[src/rtl/nrb_pkg.sv]
package nrb_pkg;
  localparam int WORD_W   = 32;
  localparam int BYTE_W   = 8;
  localparam int EN_POS   = 31;
  localparam int OP_HI    = 30;
  localparam int OP_LO    = 28;
  localparam int BYTE_LO  = 16;
  localparam int BUSY_POS = 15;

  typedef enum logic [2:0] {
    OP_CMD  = 3'd0,
    OP_ADDR = 3'd1,
    OP_READ = 3'd2,
    OP_DATA = 3'd3
  } nrb_op_e;

  typedef enum logic [1:0] {
    ST_IDLE = 2'd0,
    ST_XFER = 2'd1,
    ST_ACK  = 2'd2
  } nrb_state_e;

  typedef struct packed {
    logic              enable;
    logic              is_latch_wr;
    logic              is_read_sel;
    logic              is_reserved;
    logic              cle;
    logic              ale;
    logic [BYTE_W-1:0] data;
  } nrb_cmd_t;
endpackage

[src/rtl/nrb_sync.sv]
module nrb_sync #(
  parameter int STAGES = 2,
  parameter bit RST_VAL = 1'b1
) (
  input  logic clk,
  input  logic rst,
  input  logic d,
  output logic q
);
  logic [STAGES-1:0] chain;

  always_ff @(posedge clk) begin
    if (rst) chain <= {STAGES{RST_VAL}};
    else     chain <= {chain[STAGES-2:0], d};
  end

  assign q = chain[STAGES-1];
endmodule

[src/rtl/nrb_decode.sv]
module nrb_decode
  import nrb_pkg::*;
(
  input  logic [WORD_W-1:0] word,
  output nrb_cmd_t          cmd
);
  logic [2:0] op;

  always_comb begin
    op              = word[OP_HI:OP_LO];
    cmd             = '0;
    cmd.enable      = word[EN_POS];
    cmd.data        = word[BYTE_LO +: BYTE_W];
    cmd.is_reserved = op[2];
    cmd.is_read_sel = (op == OP_READ);
    cmd.is_latch_wr = (op == OP_CMD) || (op == OP_ADDR) || (op == OP_DATA);
    cmd.cle         = (op == OP_CMD);
    cmd.ale         = (op == OP_ADDR);
  end
endmodule

[src/rtl/nrb_strobe_timer.sv]
module nrb_strobe_timer #(
  parameter int LOW_CYC  = 3,
  parameter int HIGH_CYC = 3
) (
  input  logic clk,
  input  logic rst,
  input  logic start,
  output logic in_low,
  output logic in_high,
  output logic last_low,
  output logic done
);
  localparam int MAXC = (LOW_CYC > HIGH_CYC) ? LOW_CYC : HIGH_CYC;
  localparam int CW   = (MAXC < 2) ? 1 : $clog2(MAXC);
  localparam logic [CW-1:0] LOW_LOAD  = CW'(LOW_CYC - 1);
  localparam logic [CW-1:0] HIGH_LOAD = CW'(HIGH_CYC - 1);

  logic [CW-1:0] cnt;

  assign last_low = in_low  && (cnt == '0);
  assign done     = in_high && (cnt == '0);

  always_ff @(posedge clk) begin
    if (rst) begin
      in_low  <= 1'b0;
      in_high <= 1'b0;
      cnt     <= '0;
    end else if (start) begin
      in_low  <= 1'b1;
      in_high <= 1'b0;
      cnt     <= LOW_LOAD;
    end else if (last_low) begin
      in_low  <= 1'b0;
      in_high <= 1'b1;
      cnt     <= HIGH_LOAD;
    end else if (done) begin
      in_high <= 1'b0;
    end else if (in_low || in_high) begin
      cnt <= cnt - 1'b1;
    end
  end
endmodule

[src/rtl/nand_reg_bridge.sv]
module nand_reg_bridge
  import nrb_pkg::*;
#(
  parameter int LOW_CYC    = 3,
  parameter int HIGH_CYC   = 3,
  parameter int SYNC_STAGES = 2
) (
  input  logic              clk,
  input  logic              rst,
  input  logic              bus_sel,
  input  logic              bus_we,
  input  logic [WORD_W-1:0] bus_wdata,
  output logic [WORD_W-1:0] bus_rdata,
  output logic              bus_ready,
  output logic              nand_ce_n,
  output logic              nand_cle,
  output logic              nand_ale,
  output logic              nand_we_n,
  output logic              nand_re_n,
  output logic [BYTE_W-1:0] nand_io_out,
  output logic              nand_io_oe,
  input  logic [BYTE_W-1:0] nand_io_in,
  input  logic              nand_rb_n
);
  nrb_state_e state;
  nrb_cmd_t   dec;
  logic       read_mode;
  logic       rd_xfer;
  logic       rb_sync;
  logic       busy;
  logic       tmr_start, tmr_low, tmr_high, tmr_last_low, tmr_done;
  logic       accept;
  logic       start_wr, start_rd;

  nrb_decode u_dec (
    .word (bus_wdata),
    .cmd  (dec)
  );

  nrb_sync #(.STAGES(SYNC_STAGES), .RST_VAL(1'b1)) u_rb_sync (
    .clk (clk),
    .rst (rst),
    .d   (nand_rb_n),
    .q   (rb_sync)
  );

  assign busy = ~rb_sync;

  assign accept    = (state == ST_IDLE) && bus_sel;
  assign start_wr  = accept && bus_we && dec.is_latch_wr;
  assign start_rd  = accept && !bus_we && read_mode;
  assign tmr_start = start_wr || start_rd;

  nrb_strobe_timer #(.LOW_CYC(LOW_CYC), .HIGH_CYC(HIGH_CYC)) u_tmr (
    .clk      (clk),
    .rst      (rst),
    .start    (tmr_start),
    .in_low   (tmr_low),
    .in_high  (tmr_high),
    .last_low (tmr_last_low),
    .done     (tmr_done)
  );

  function automatic logic [WORD_W-1:0] status_word(input logic b);
    logic [WORD_W-1:0] w;
    w = '0;
    w[BUSY_POS] = b;
    return w;
  endfunction

  always_ff @(posedge clk) begin
    if (rst) begin
      state       <= ST_IDLE;
      read_mode   <= 1'b0;
      rd_xfer     <= 1'b0;
      bus_ready   <= 1'b0;
      bus_rdata   <= '0;
      nand_ce_n   <= 1'b1;
      nand_cle    <= 1'b0;
      nand_ale    <= 1'b0;
      nand_we_n   <= 1'b1;
      nand_re_n   <= 1'b1;
      nand_io_out <= '0;
      nand_io_oe  <= 1'b0;
    end else begin
      case (state)
        ST_IDLE: begin
          if (accept) begin
            if (bus_we) begin
              if (dec.is_latch_wr) begin
                nand_ce_n   <= ~dec.enable;
                nand_cle    <= dec.cle;
                nand_ale    <= dec.ale;
                nand_io_out <= dec.data;
                nand_io_oe  <= 1'b1;
                nand_we_n   <= 1'b0;
                read_mode   <= 1'b0;
                rd_xfer     <= 1'b0;
                state       <= ST_XFER;
              end else begin
                if (dec.is_read_sel) begin
                  nand_ce_n <= ~dec.enable;
                  read_mode <= 1'b1;
                end
                bus_rdata <= status_word(busy);
                bus_ready <= 1'b1;
                state     <= ST_ACK;
              end
            end else if (read_mode) begin
              nand_io_oe <= 1'b0;
              nand_re_n  <= 1'b0;
              rd_xfer    <= 1'b1;
              state      <= ST_XFER;
            end else begin
              bus_rdata <= status_word(busy);
              bus_ready <= 1'b1;
              state     <= ST_ACK;
            end
          end
        end
        ST_XFER: begin
          if (tmr_last_low) begin
            nand_we_n <= 1'b1;
            nand_re_n <= 1'b1;
            if (rd_xfer) bus_rdata[BYTE_LO +: BYTE_W] <= nand_io_in;
          end
          if (tmr_done) begin
            if (!rd_xfer) bus_rdata[BYTE_LO +: BYTE_W] <= '0;
            bus_rdata[BUSY_POS] <= busy;
            bus_ready <= 1'b1;
            state     <= ST_ACK;
          end
        end
        ST_ACK: begin
          bus_ready  <= 1'b0;
          nand_io_oe <= 1'b0;
          nand_cle   <= 1'b0;
          nand_ale   <= 1'b0;
          rd_xfer    <= 1'b0;
          state      <= ST_IDLE;
        end
        default: state <= ST_IDLE;
      endcase
    end
  end

  logic unused_tmr;
  assign unused_tmr = tmr_low ^ tmr_high;
endmodule

[config.mk]
export PLATFORM = sky130hd
export DESIGN_NAME = nand_reg_bridge
export DESIGN_NICKNAME = d
export VERILOG_FILES = /design/src/rtl/nrb_pkg.sv /design/src/rtl/nrb_sync.sv /design/src/rtl/nrb_decode.sv /design/src/rtl/nrb_strobe_timer.sv /design/src/rtl/nand_reg_bridge.sv
export SDC_FILE = /design/constraint.sdc
export NUM_CORES = 1
export LEC_CHECK = 0
export ABC_AREA = 1
export BUFFER_PORTS_ARGS = -buffer_cell sky130_fd_sc_hd__buf_2
export CAP_MARGIN = 10
export CELL_PAD_IN_SITES_DETAIL_PLACEMENT = 0
export CELL_PAD_IN_SITES_GLOBAL_PLACEMENT = 1
export CORE_MARGIN = 2
export CORE_UTILIZATION = 30
export CTS_BUF_LIST = sky130_fd_sc_hd__clkbuf_16
export DETAILED_ROUTE_END_ITERATION = 10
export PLACE_DENSITY = 0.77
export REMOVE_ABC_BUFFERS = 1
export SLEW_MARGIN = 20
export SYNTH_ARGS = -nofsm -noshare
export SYNTH_HDL_FRONTEND = slang
export SYNTH_SLANG_ARGS = --single-unit
[constraint.sdc]
create_clock -name clk -period 1.7 [get_ports clk]
set_clock_uncertainty 0.2 [all_clocks]
set_input_delay 0.425 -clock clk [delete_from_list [all_inputs] [get_ports clk]]
set_output_delay 0.425 -clock clk [all_outputs]
set_load 0.02 [all_outputs]
==> results of run 1 <==
## through the flow
| step | hold WS, ns | setup TNS, ns |
|---|---|---|
| finish | 0.1385 | 0 |
| global route | 0.1303 | -0.003943 |
| CTS | 0.1311 | 0 |
| detailed placement | 0.2167 | 0 |
| global placement | 0.2150 | 0 |
| floorplan | 0.1895 | 0 |
## synthesized netlist by cell type, types with 2 or more instances
cell type	count	area, um2
o21ai_1	6	30.03
dfxtp_1	34	680.7
a21oi_1	7	35.03
nand3_1	15	75.07
nand2_1	59	221.5
nor2_4	3	33.78
inv_1	43	161.4
buf_1	2	7.510
inv_2	3	11.26
o21ai_0	9	45.04
nand3_2	3	30.03
buf_4	23	172.7
nor3_1	3	15.01
nor2_1	37	138.9
or2_2	2	12.51
buf_6	4	45.04
nor2_2	2	12.51
## registers in the layout, indices dropped and copies added, names as in the netlist
signal,count
bus_rdata,9
bus_ready,1
nand_ale,1
nand_ce_n,1
nand_cle,1
nand_io_oe,1
nand_io_out,8
nand_re_n,1
nand_we_n,1
rd_xfer,1
read_mode,1
state,2
u_rb_sync.chain,2
u_tmr.cnt,2
u_tmr.in_high,1
u_tmr.in_low,1
## power groups by stage
| stage | logic, mW | clock network [mW] | registers (mW) |
|---|---|---|---|
| 2_1_floorplan | 0.234 | 0 | 0.903 |
| 3_3_place_gp | 0.376 | 0 | 0.877 |
| 3_5_place_dp | 0.381 | 0 | 0.877 |
| 4_1_cts | 0.382 | 0.886 | 0.860 |
| 5_1_grt | 0.439 | 0.927 | 0.865 |
| 6_report | 0.383 | 0.859 | 0.861 |
## routing by layer
metal / share of wire, % / wire [um] / vias to the layer above
li1: - / - / 871
met1: 47 / 1790 / 703
met2: 46 / 1756 / 43
met3: 6.3 / 241 / 2
met4: 0.63 / 24 / 0
met5: 0 / 0 / -
## cell type report
class	instances	area [um2]
fillers	637	3645
multi-input cells	178	835.8
flip-flops and latches	34	681.9
repair buffers	58	315.3
inverters	46	172.7
clock buffers	5	125.1
well taps	75	93.84
clock inverters	3	16.27
## critical path, delay by kind of cell (launching register included)
kind          cells  cell delay [ns]
flops             1             0.30
buf+inv           2             0.22
fa+ha+maj         1             0.22
simple gates      7             0.51
## cell families (layout without fill, tap and decap cells)
group,count (synthesis),count (layout)
DFF,34,34
and+or+nand+nor,128,128
buffers and inverters,76,112
other,1,23
AOI/OAI and AO/OA,26,26
adders and majority gates,1,1
## final timing paths
check                                 from                            end  slack [ns]
min reg2reg  u_rb_sync.chain[0]$_SDFF_PP1_  u_rb_sync.chain[1]$_SDFF_PP1_        0.23
max              u_tmr.cnt[0]$_SDFFE_PP0P_     bus_rdata[16]$_SDFFE_PP0P_        0.15
max reg2reg      u_tmr.cnt[0]$_SDFFE_PP0P_     bus_rdata[16]$_SDFFE_PP0P_        0.15
min                              nand_rb_n  u_rb_sync.chain[0]$_SDFF_PP1_        0.14
==> reports/metrics.yaml, run 1 <==
final_cells: 399
drc: 0
synth_compound_area_share_pct: 7.639
grtUsageTotal_pct: 12.15
grt_pass1_vias: 1450
gp_congestion: 0.7482
port-buffer-count: 48
critPathMaxStageDelay_ns: 0.30
antenna_cells: 0
syn_inst: 266
crit_slowest_cell: "dfxtp_1"
final_common_cell: "nand2_1"
use_met1_pct: 14.71
synth_top_family_by_area: "simple AND/OR/NAND/NOR gates"
die_h_um: 81.85
comb_power_share_pct: 18.2
grt-busiest-layer: "met2"
critPathArrivalTime_ns: 1.52
start_util_pct: 30.89
cts_tree: "done"
wl_per_cell_um: 9.556
max_cap_violations: 0
drtIter0Drc: 48
critical_path_class: "flop to flop"
grt_util_met2_pct: 20.49
period_share_pct: 91.17
ys_seq_area_share_pct: 37.44
die_x_um: 81.85
cts_buffers: 5
path_cells: "inv_1 -> ha_1 -> nand2_2 -> nor2_4 -> buf_4 -> nand2_1 -> nand2_1 -> nand3_1 -> nand2_1 -> nor2_1"
routed_wl_um: 3813
total_leakage_power_nw: 1.166
antenna_found_initial: 0
ys_ff_latch: 34
ir_drop_v: 0.0003896
grt_pass1_wl_um: 6279
syn2layout_area_growth_pct: 23.26
p_total_mw: 2.102
globalRouteMet3Util_pct: 3.297
setup_ws_ns: 0.1501
synth_mux_area_share_pct: 0
critical_path.max_fanout: 4
post_cts_buffers: 0
r2r_cells: 10
status: "complete, no violations"
finalMaxSlewViolations: 0
finalHoldViolations: 0
ctsResizeCount: 0
htreeDepth: 2
vias: 1619
cts_sinks: 34
design.die.area_mm2: 0.006699
avgSynthCellArea_um2: 6.835
post-route-util_pct: 38.07
fmax_ghz: 0.6452
yosysWarnings: 0
cts_buffer_depth: 2
synthesis.area_mm2: 0.001818
synth-main-ff-cell: "dfxtp_1"
antenna_left: 0
drive_gt1_share_pct: 25.93
synth_fa_ha_area_share_pct: 0.6882
fin_area_mm2: 0.002241
p_sw_share_pct: 28.48
grt_start_max_net_pins: 23
holdPathStages: 2
hp-class: "primary input to flop"
io_pins: 92
dr.pass1.iters: 4
vias_per_cell: 4.058
async_flop_share_pct: 0
end_kind: "flop"
place_area_mm2: 0.002081
clock_latency_ns: 0.27
ctsRootBufferMaster: "clkbuf_16"
period_minus_slack_ns: 1.550
layout.nets: 369
power_frac_clock_pct: 40.9
crit_path_start_kind: "flop"
rows: 28
setup_viol: 0
critPathRequiredTime_ns: 1.67
synth-edff-count: 0
pre_cts_ws_ns: 0.03162
cts_hold_buf: 0
p_per_area_mw_per_mm2: 938.2
yosys.area_share.simple_pct: 31.93
clk_pin_slew_ns: 0.05
core_mm2: 0.005886
p_int_mw: 1.504
p_seq_share_pct: 40.9
p_switching_uw: 598.7
layout_common_cells: "nand2_1 (57), buf_2 (48), inv_1 (43)"
dp_cells: 391
worst_path_most_repeated_cell: "nand2_1"
grt-ovfl-total: 0
synth_cell_types: 28
dp_hpwl_um: 2900
synth-xor-area-share_pct: 0
Note: power is estimated with default switching activity, not from simulation.
==> run 2, diff against run 1 <==
CTS_BUF_LIST = sky130_fd_sc_hd__clkbuf_4 sky130_fd_sc_hd__clkbuf_8 sky130_fd_sc_hd__clkbuf_16   (was sky130_fd_sc_hd__clkbuf_16)
==> run 2 against run 1 <==
  * Non-clock buffer count is the same
  * Wire length grew 0.76%
  * Register-to-register slack is essentially flat
  * Global-route usage is the same
  * Utilization shrank 0.79 points
  * Cell count is the same
  * Sequential share of layout area grew 0.64 points
  * Via count shrank 0.19%
  * Largest power group unchanged
==> reports/metrics.yaml, run 2 (same netlist as run 1, synthesis figures left out) <==
status: "complete, no violations"
p_total_mw: 1.869  # -11%
pre_cts_ws_ns: 0.03162  # unchanged
setup_ws_ns: 0.1447  # -0.005420 ns
finalHoldViolations: 0  # unchanged
place_area_mm2: 0.002081  # unchanged
hp-class: "primary input to flop"
start_util_pct: 30.89  # unchanged
total_leakage_power_nw: 1.145  # -1.7%
holdPathStages: 2  # unchanged
die_x_um: 81.85  # unchanged
period_minus_slack_ns: 1.555  # +0.005420 ns
clock_latency_ns: 0.29  # +0.02 ns
grt-ovfl-total: 0  # unchanged
finalMaxSlewViolations: 0  # unchanged
syn2layout_area_growth_pct: 20.72
antenna_found_initial: 0  # unchanged
layout.nets: 369  # unchanged
critPathRequiredTime_ns: 1.68  # about the same
r2r_cells: 8  # -2
reg2reg_slack_ns: 0.14  # about the same
largest_reg_flops: 9  # unchanged
dr.pass1.iters: 4  # unchanged
vias: 1616  # -0.19%
layout_common_cells: "nand2_1 (57), buf_2 (48), inv_1 (43)"
path_cells: "inv_1 -> ha_1 -> nand2_1 -> nand3_2 -> buf_4 -> nand2_1 -> nor2_1 -> o21a_1"
grtUsageTotal_pct: 12.15  # unchanged
final_common_cell: "nand2_1"
grt_pass1_vias: 1452  # +0.14%
dp_hpwl_um: 2900  # unchanged
hp-start: "nand_rb_n"
routed_wl_um: 3842  # +0.76%
critPathArrivalTime_ns: 1.54  # +0.02 ns
crit_slowest_cell: "dfxtp_1"
critPathMaxStageDelay_ns: 0.33  # +0.03 ns
worst_r2r_endpoint: "bus_ready$_SDFFE_PP0P_"
crit_start: "u_tmr.cnt[0]$_SDFFE_PP0P_"
grt_pass1_wl_um: 6251  # -0.45%
grt_start_max_net_pins: 23  # unchanged
antenna_left: 0  # unchanged
end_kind: "flop"
crit-reg2reg-launch: "u_tmr.cnt[0]$_SDFFE_PP0P_"
wl_per_cell_um: 9.629  # +0.76%
critical_path.max_fanout: 4  # unchanged
cts_hold_buf: 0  # unchanged
ir_drop_v: 0.0003728  # -4.3%
worst_path_most_repeated_cell: "nand2_1"
die_h_um: 81.85  # unchanged
gp_congestion: 0.7482  # unchanged
fillers: 636  # -0.16%
drive_gt1_share_pct: 26.23  # +0.31 points
rows: 28  # unchanged
cts_buffer_depth: 2  # unchanged
cts_sinks: 34  # unchanged
io_pins: 92  # unchanged
largestRegisters: "bus_rdata: 9 flops, nand_io_out: 8 flops"
p_per_area_mw_per_mm2: 851.6  # -9.2%
antenna_cells: 0  # unchanged
core_mm2: 0.005886  # unchanged
ctsRootBufferMaster: "clkbuf_8"
crit_path_start_kind: "flop"
top_register: "bus_rdata"
vias_per_cell: 4.050  # -0.19%
fmax_ghz: 0.6430  # -0.35%
max_cap_violations: 0  # unchanged
clk_pin_slew_ns: 0.07  # +0.02 ns
whs_ns: 0.1268  # -0.01168 ns
cts_tree: "done"
drc: 0  # unchanged
drtIter0Drc: 61  # +27%
port-buffer-count: 48  # unchanged
period_share_pct: 91.49  # +0.32 points
htreeDepth: 2  # unchanged
cts_buffers: 5  # unchanged
design.die.area_mm2: 0.006699  # unchanged
setup_viol: 0  # unchanged
fin_area_mm2: 0.002195  # -2.1%
critical_path_class: "flop to flop"
min_to: "u_rb_sync.chain[0]$_SDFF_PP1_"
run 2: cell count changes in the layout (fill, tap and decap cells not counted):
cell       previous run  this run
clkbuf_16             5         0
clkinv_1              1         0
clkbuf_8              0         6
run 2: per-stage QoR:
| step | setup TNS, ns | std cells | utilization [%] |
|---|---|---|---|
| floorplan | 0 | 258 | - |
| global placement | 0 | 391 | 35.35 |
| detailed placement | 0 | 391 | 35.35 |
| CTS | 0 | 399 | 36.97 |
| global route | -0.007054 | 399 | 37.29 |
| finish | 0 | 399 | 37.29 |
run 2: cell type report:
class | instances | area [um2] | share of cell area, %
Multi-Input combinational cell | 178 | 835.8 | 38.08
Sequential cell | 34 | 681.9 | 31.07
Timing Repair Buffer | 58 | 315.3 | 14.37
Inverter | 46 | 172.7 | 7.868
Tap cell | 75 | 93.84 | 4.276
Clock buffer | 6 | 82.58 | 3.763
Clock inverter | 2 | 12.51 | 0.5701
run 2: power breakdown:
group	internal [mW]	switching, mW
clock network	0.326	0.301
registers	0.836	0.0237
logic	0.133	0.250
run 2: repair_timing:
item	CTS	global route
gates resized for setup	0	6
setup buffers	0	0
setup endpoints to repair	0	22
run 2: worst max-delay path by stage:
stage / endpoint / slack (ns) / cells past startpoint
final: bus_ready$_SDFFE_PP0P_ / 0.14 / 8
after global routing: bus_rdata[18]$_SDFFE_PP0P_ / -0.007 / 10
after CTS: nand_io_out[3]$_SDFFE_PP0P_ / 0.06 / 7
after detailed placement: nand_io_out[1]$_SDFFE_PP0P_ / 0.03 / 7
after global placement: nand_io_out[6]$_SDFFE_PP0P_ / 0.02 / 7
after floorplan: bus_rdata[16]$_SDFFE_PP0P_ / 0.13 / 7
run 2: critical path, delay by kind of cell, from the launching register on:
family | cells | cell delay, ns
adders and majority gates | 1 | 0.24
DFF | 1 | 0.33
buffers and inverters | 2 | 0.22
AOI/OAI and AO/OA | 1 | 0.16
and+or+nand+nor | 4 | 0.32
run 2: per-layer routing:
| metal | track usage (%) | wire [um] | up-vias |
|---|---|---|---|
| met5 | 0 | 0 | - |
| met4 | 3.500 | 24 | 0 |
| met3 | 4.286 | 241 | 2 |
| met2 | 20.49 | 1762 | 44 |
| met1 | 14.51 | 1813 | 702 |
| li1 | - | - | 868 |
==> run 3, diff against run 2 <==
CORE_UTILIZATION = 33   (was 30)
PLACE_DENSITY = 0.84   (was 0.77)
clock period = 1.9 ns   (was 1.7 ns; I/O delays follow)
==> run 3 against run 2 <==
  * Count of clock-buffer cells in the layout rose by 1
  * Maximum frequency fell by 6.3%
  * Highest routed layer unchanged
  * Sequential power fell by 10%
  * Critical path depth fell by 1
  * Critical endpoint is now nand_io_out[3]$_SDFFE_PP0P_
  * Die area fell by 8.7%
==> reports/metrics.yaml, run 3 (same netlist as run 1, synthesis figures left out) <==
fmax_ghz: 0.6024  # -6.3%
start_util_pct: 33.63  # +2.7 points
min_to: "nand_ce_n$_SDFFE_PP1P_"
period_minus_slack_ns: 1.660  # +0.1048 ns
tns_ns: 0  # unchanged
cts_hold_buf: 0  # unchanged
ctsRootBufferMaster: "clkbuf_8"
total_leakage_power_nw: 1.123  # -1.9%
ir_drop_v: 0.0002442  # -34%
finalMaxSlewViolations: 0  # unchanged
setup_ws_ns: 0.2399  # +0.09520 ns
critPathArrivalTime_ns: 1.68  # +0.14 ns
die_h_um: 78.23  # -4.4%
status: "complete, no violations"
final_common_cell: "nand2_1"
grtUsageTotal_pct: 12.07  # -0.081 points
dp_cells: 383  # -2.0%
cts_buffer_depth: 2  # unchanged
grt_pass1_vias: 1343  # -7.5%
worst_pin_slew_ns: 0.6574
setup_viol: 0  # unchanged
critical_path_class: "flop to flop"
cts_tree: "done"
largestRegisters: "bus_rdata: 9 flops, nand_io_out: 8 flops"
design.die.area_mm2: 0.006119  # -8.7%
final_cells: 391  # -2.0%
rows: 27  # -3.6%
finalHoldViolations: 0  # unchanged
fin_area_mm2: 0.002137  # -2.6%
grt_pass1_wl_um: 5899  # -5.6%
crit-reg2reg-launch: "state[1]$_SDFFE_PP0P_"
hp-class: "primary input to flop"
pre_cts_ws_ns: 0.1272  # +0.09557 ns
p_total_mw: 1.658  # -11%
htreeDepth: 2  # unchanged
grt_setup_unrepaired: "no"
die_x_um: 78.23  # -4.4%
whs_ns: 0.1739  # +0.04711 ns
dp_hpwl_um: 2609  # -10%
clk_pin_slew_ns: 0.08  # about the same
antenna_found_initial: 0  # unchanged
reg2reg_slack_ns: 0.24  # +0.10 ns
holdPathStages: 2  # unchanged
clock_latency_ns: 0.29  # about the same
r2r_cells: 7  # -1
core_mm2: 0.005405  # -8.2%
drive_gt1_share_pct: 24.45  # -1.8 points
p_per_area_mw_per_mm2: 775.8  # -8.9%
port-buffer-count: 48  # unchanged
fillers: 613  # -3.6%
slew_headroom_pct: 56.13
max_cap_violations: 0  # unchanged
critPathRequiredTime_ns: 1.92  # +0.24 ns
end_kind: "flop"
post-route-util_pct: 39.54  # +2.2 points
ctsResizeCount: 0  # unchanged
largest_reg_flops: 9  # unchanged
cts_sinks: 34  # unchanged
vias: 1578  # -2.4%
worst_r2r_endpoint: "nand_io_out[3]$_SDFFE_PP0P_"
place_area_mm2: 0.002039  # -2.0%
hp-start: "bus_wdata[31]"
cts_buffers: 5  # unchanged
wl_per_cell_um: 9.113  # -5.4%
post_cts_buffers: 0  # unchanged
layout_common_cells: "nand2_1 (58), buf_2 (48), inv_1 (43)"
grt-ovfl-total: 0  # unchanged
critical_path.max_fanout: 13  # +9
top_register: "bus_rdata"
syn2layout_area_growth_pct: 17.55
drtIter0Drc: 34  # -44%
antenna_cells: 0  # unchanged
antenna_left: 0  # unchanged
period_share_pct: 87.37  # -4.1 points
gp_congestion: 0.7798  # +4.2%
vias_per_cell: 4.036  # -0.35%
dr.pass1.iters: 4  # unchanged
crit_path_start_kind: "flop"
drc: 0  # unchanged
io_pins: 92  # unchanged
routed_wl_um: 3563  # -7.3%
layout.nets: 364  # -1.4%
grt_start_max_net_pins: 23  # unchanged
## run 3: worst max-delay path by stage
stage,startpoint,end,slack (ns),cells past startpoint
3_3_place_gp,bus_wdata[28],bus_rdata[18]$_SDFFE_PP0P_,0.14,8
4_1_cts,u_tmr.cnt[0]$_SDFFE_PP0P_,bus_rdata[17]$_SDFFE_PP0P_,0.19,9
6_report,state[1]$_SDFFE_PP0P_,nand_io_out[3]$_SDFFE_PP0P_,0.24,7
2_1_floorplan,bus_we,bus_rdata[16]$_SDFFE_PP0P_,0.28,7
5_1_grt,state[0]$_SDFFE_PP0P_,nand_io_out[2]$_SDFFE_PP0P_,0.07,7
3_5_place_dp,bus_wdata[28],bus_rdata[17]$_SDFFE_PP0P_,0.13,8
## run 3: final cells by class
class / instances / area [um2] / area share [%]
Clock buffer: 7 / 90.09 / 4.215
Multi-Input combinational cell: 178 / 820.8 / 38.41
Timing Repair Buffer: 53 / 277.8 / 13.00
Clock inverter: 1 / 5.005 / 0.2342
Sequential cell: 34 / 680.7 / 31.85
Tap cell: 72 / 90.09 / 4.215
Inverter: 46 / 172.7 / 8.080
## run 3: critical path: stages, from the launching register on
cell	delay, ns
dfxtp_1	0.36
inv_2	0.17
nand2_4	0.08
nor2_2	0.12
nand3_2	0.27
inv_2	0.25
nor2_1	0.06
nor2_1	0.09
## run 3: power breakdown
group / leakage [nW] / switching [mW] / internal, mW / total [mW]
clock network: 0.0517 / 0.256 / 0.306 / 0.563
logic: 0.795 / 0.216 / 0.111 / 0.326
registers: 0.277 / 0.0211 / 0.748 / 0.769
## run 3: metal layers
| layer | track usage (%) | share of wire (%) | up-vias |
|---|---|---|---|
| met2 | 18.97 | 45 | 39 |
| met4 | 4.737 | 1.2 | 0 |
| li1 | - | - | 862 |
| met5 | 0 | 0 | - |
| met1 | 15.13 | 47 | 672 |
| met3 | 4.253 | 6.2 | 5 |
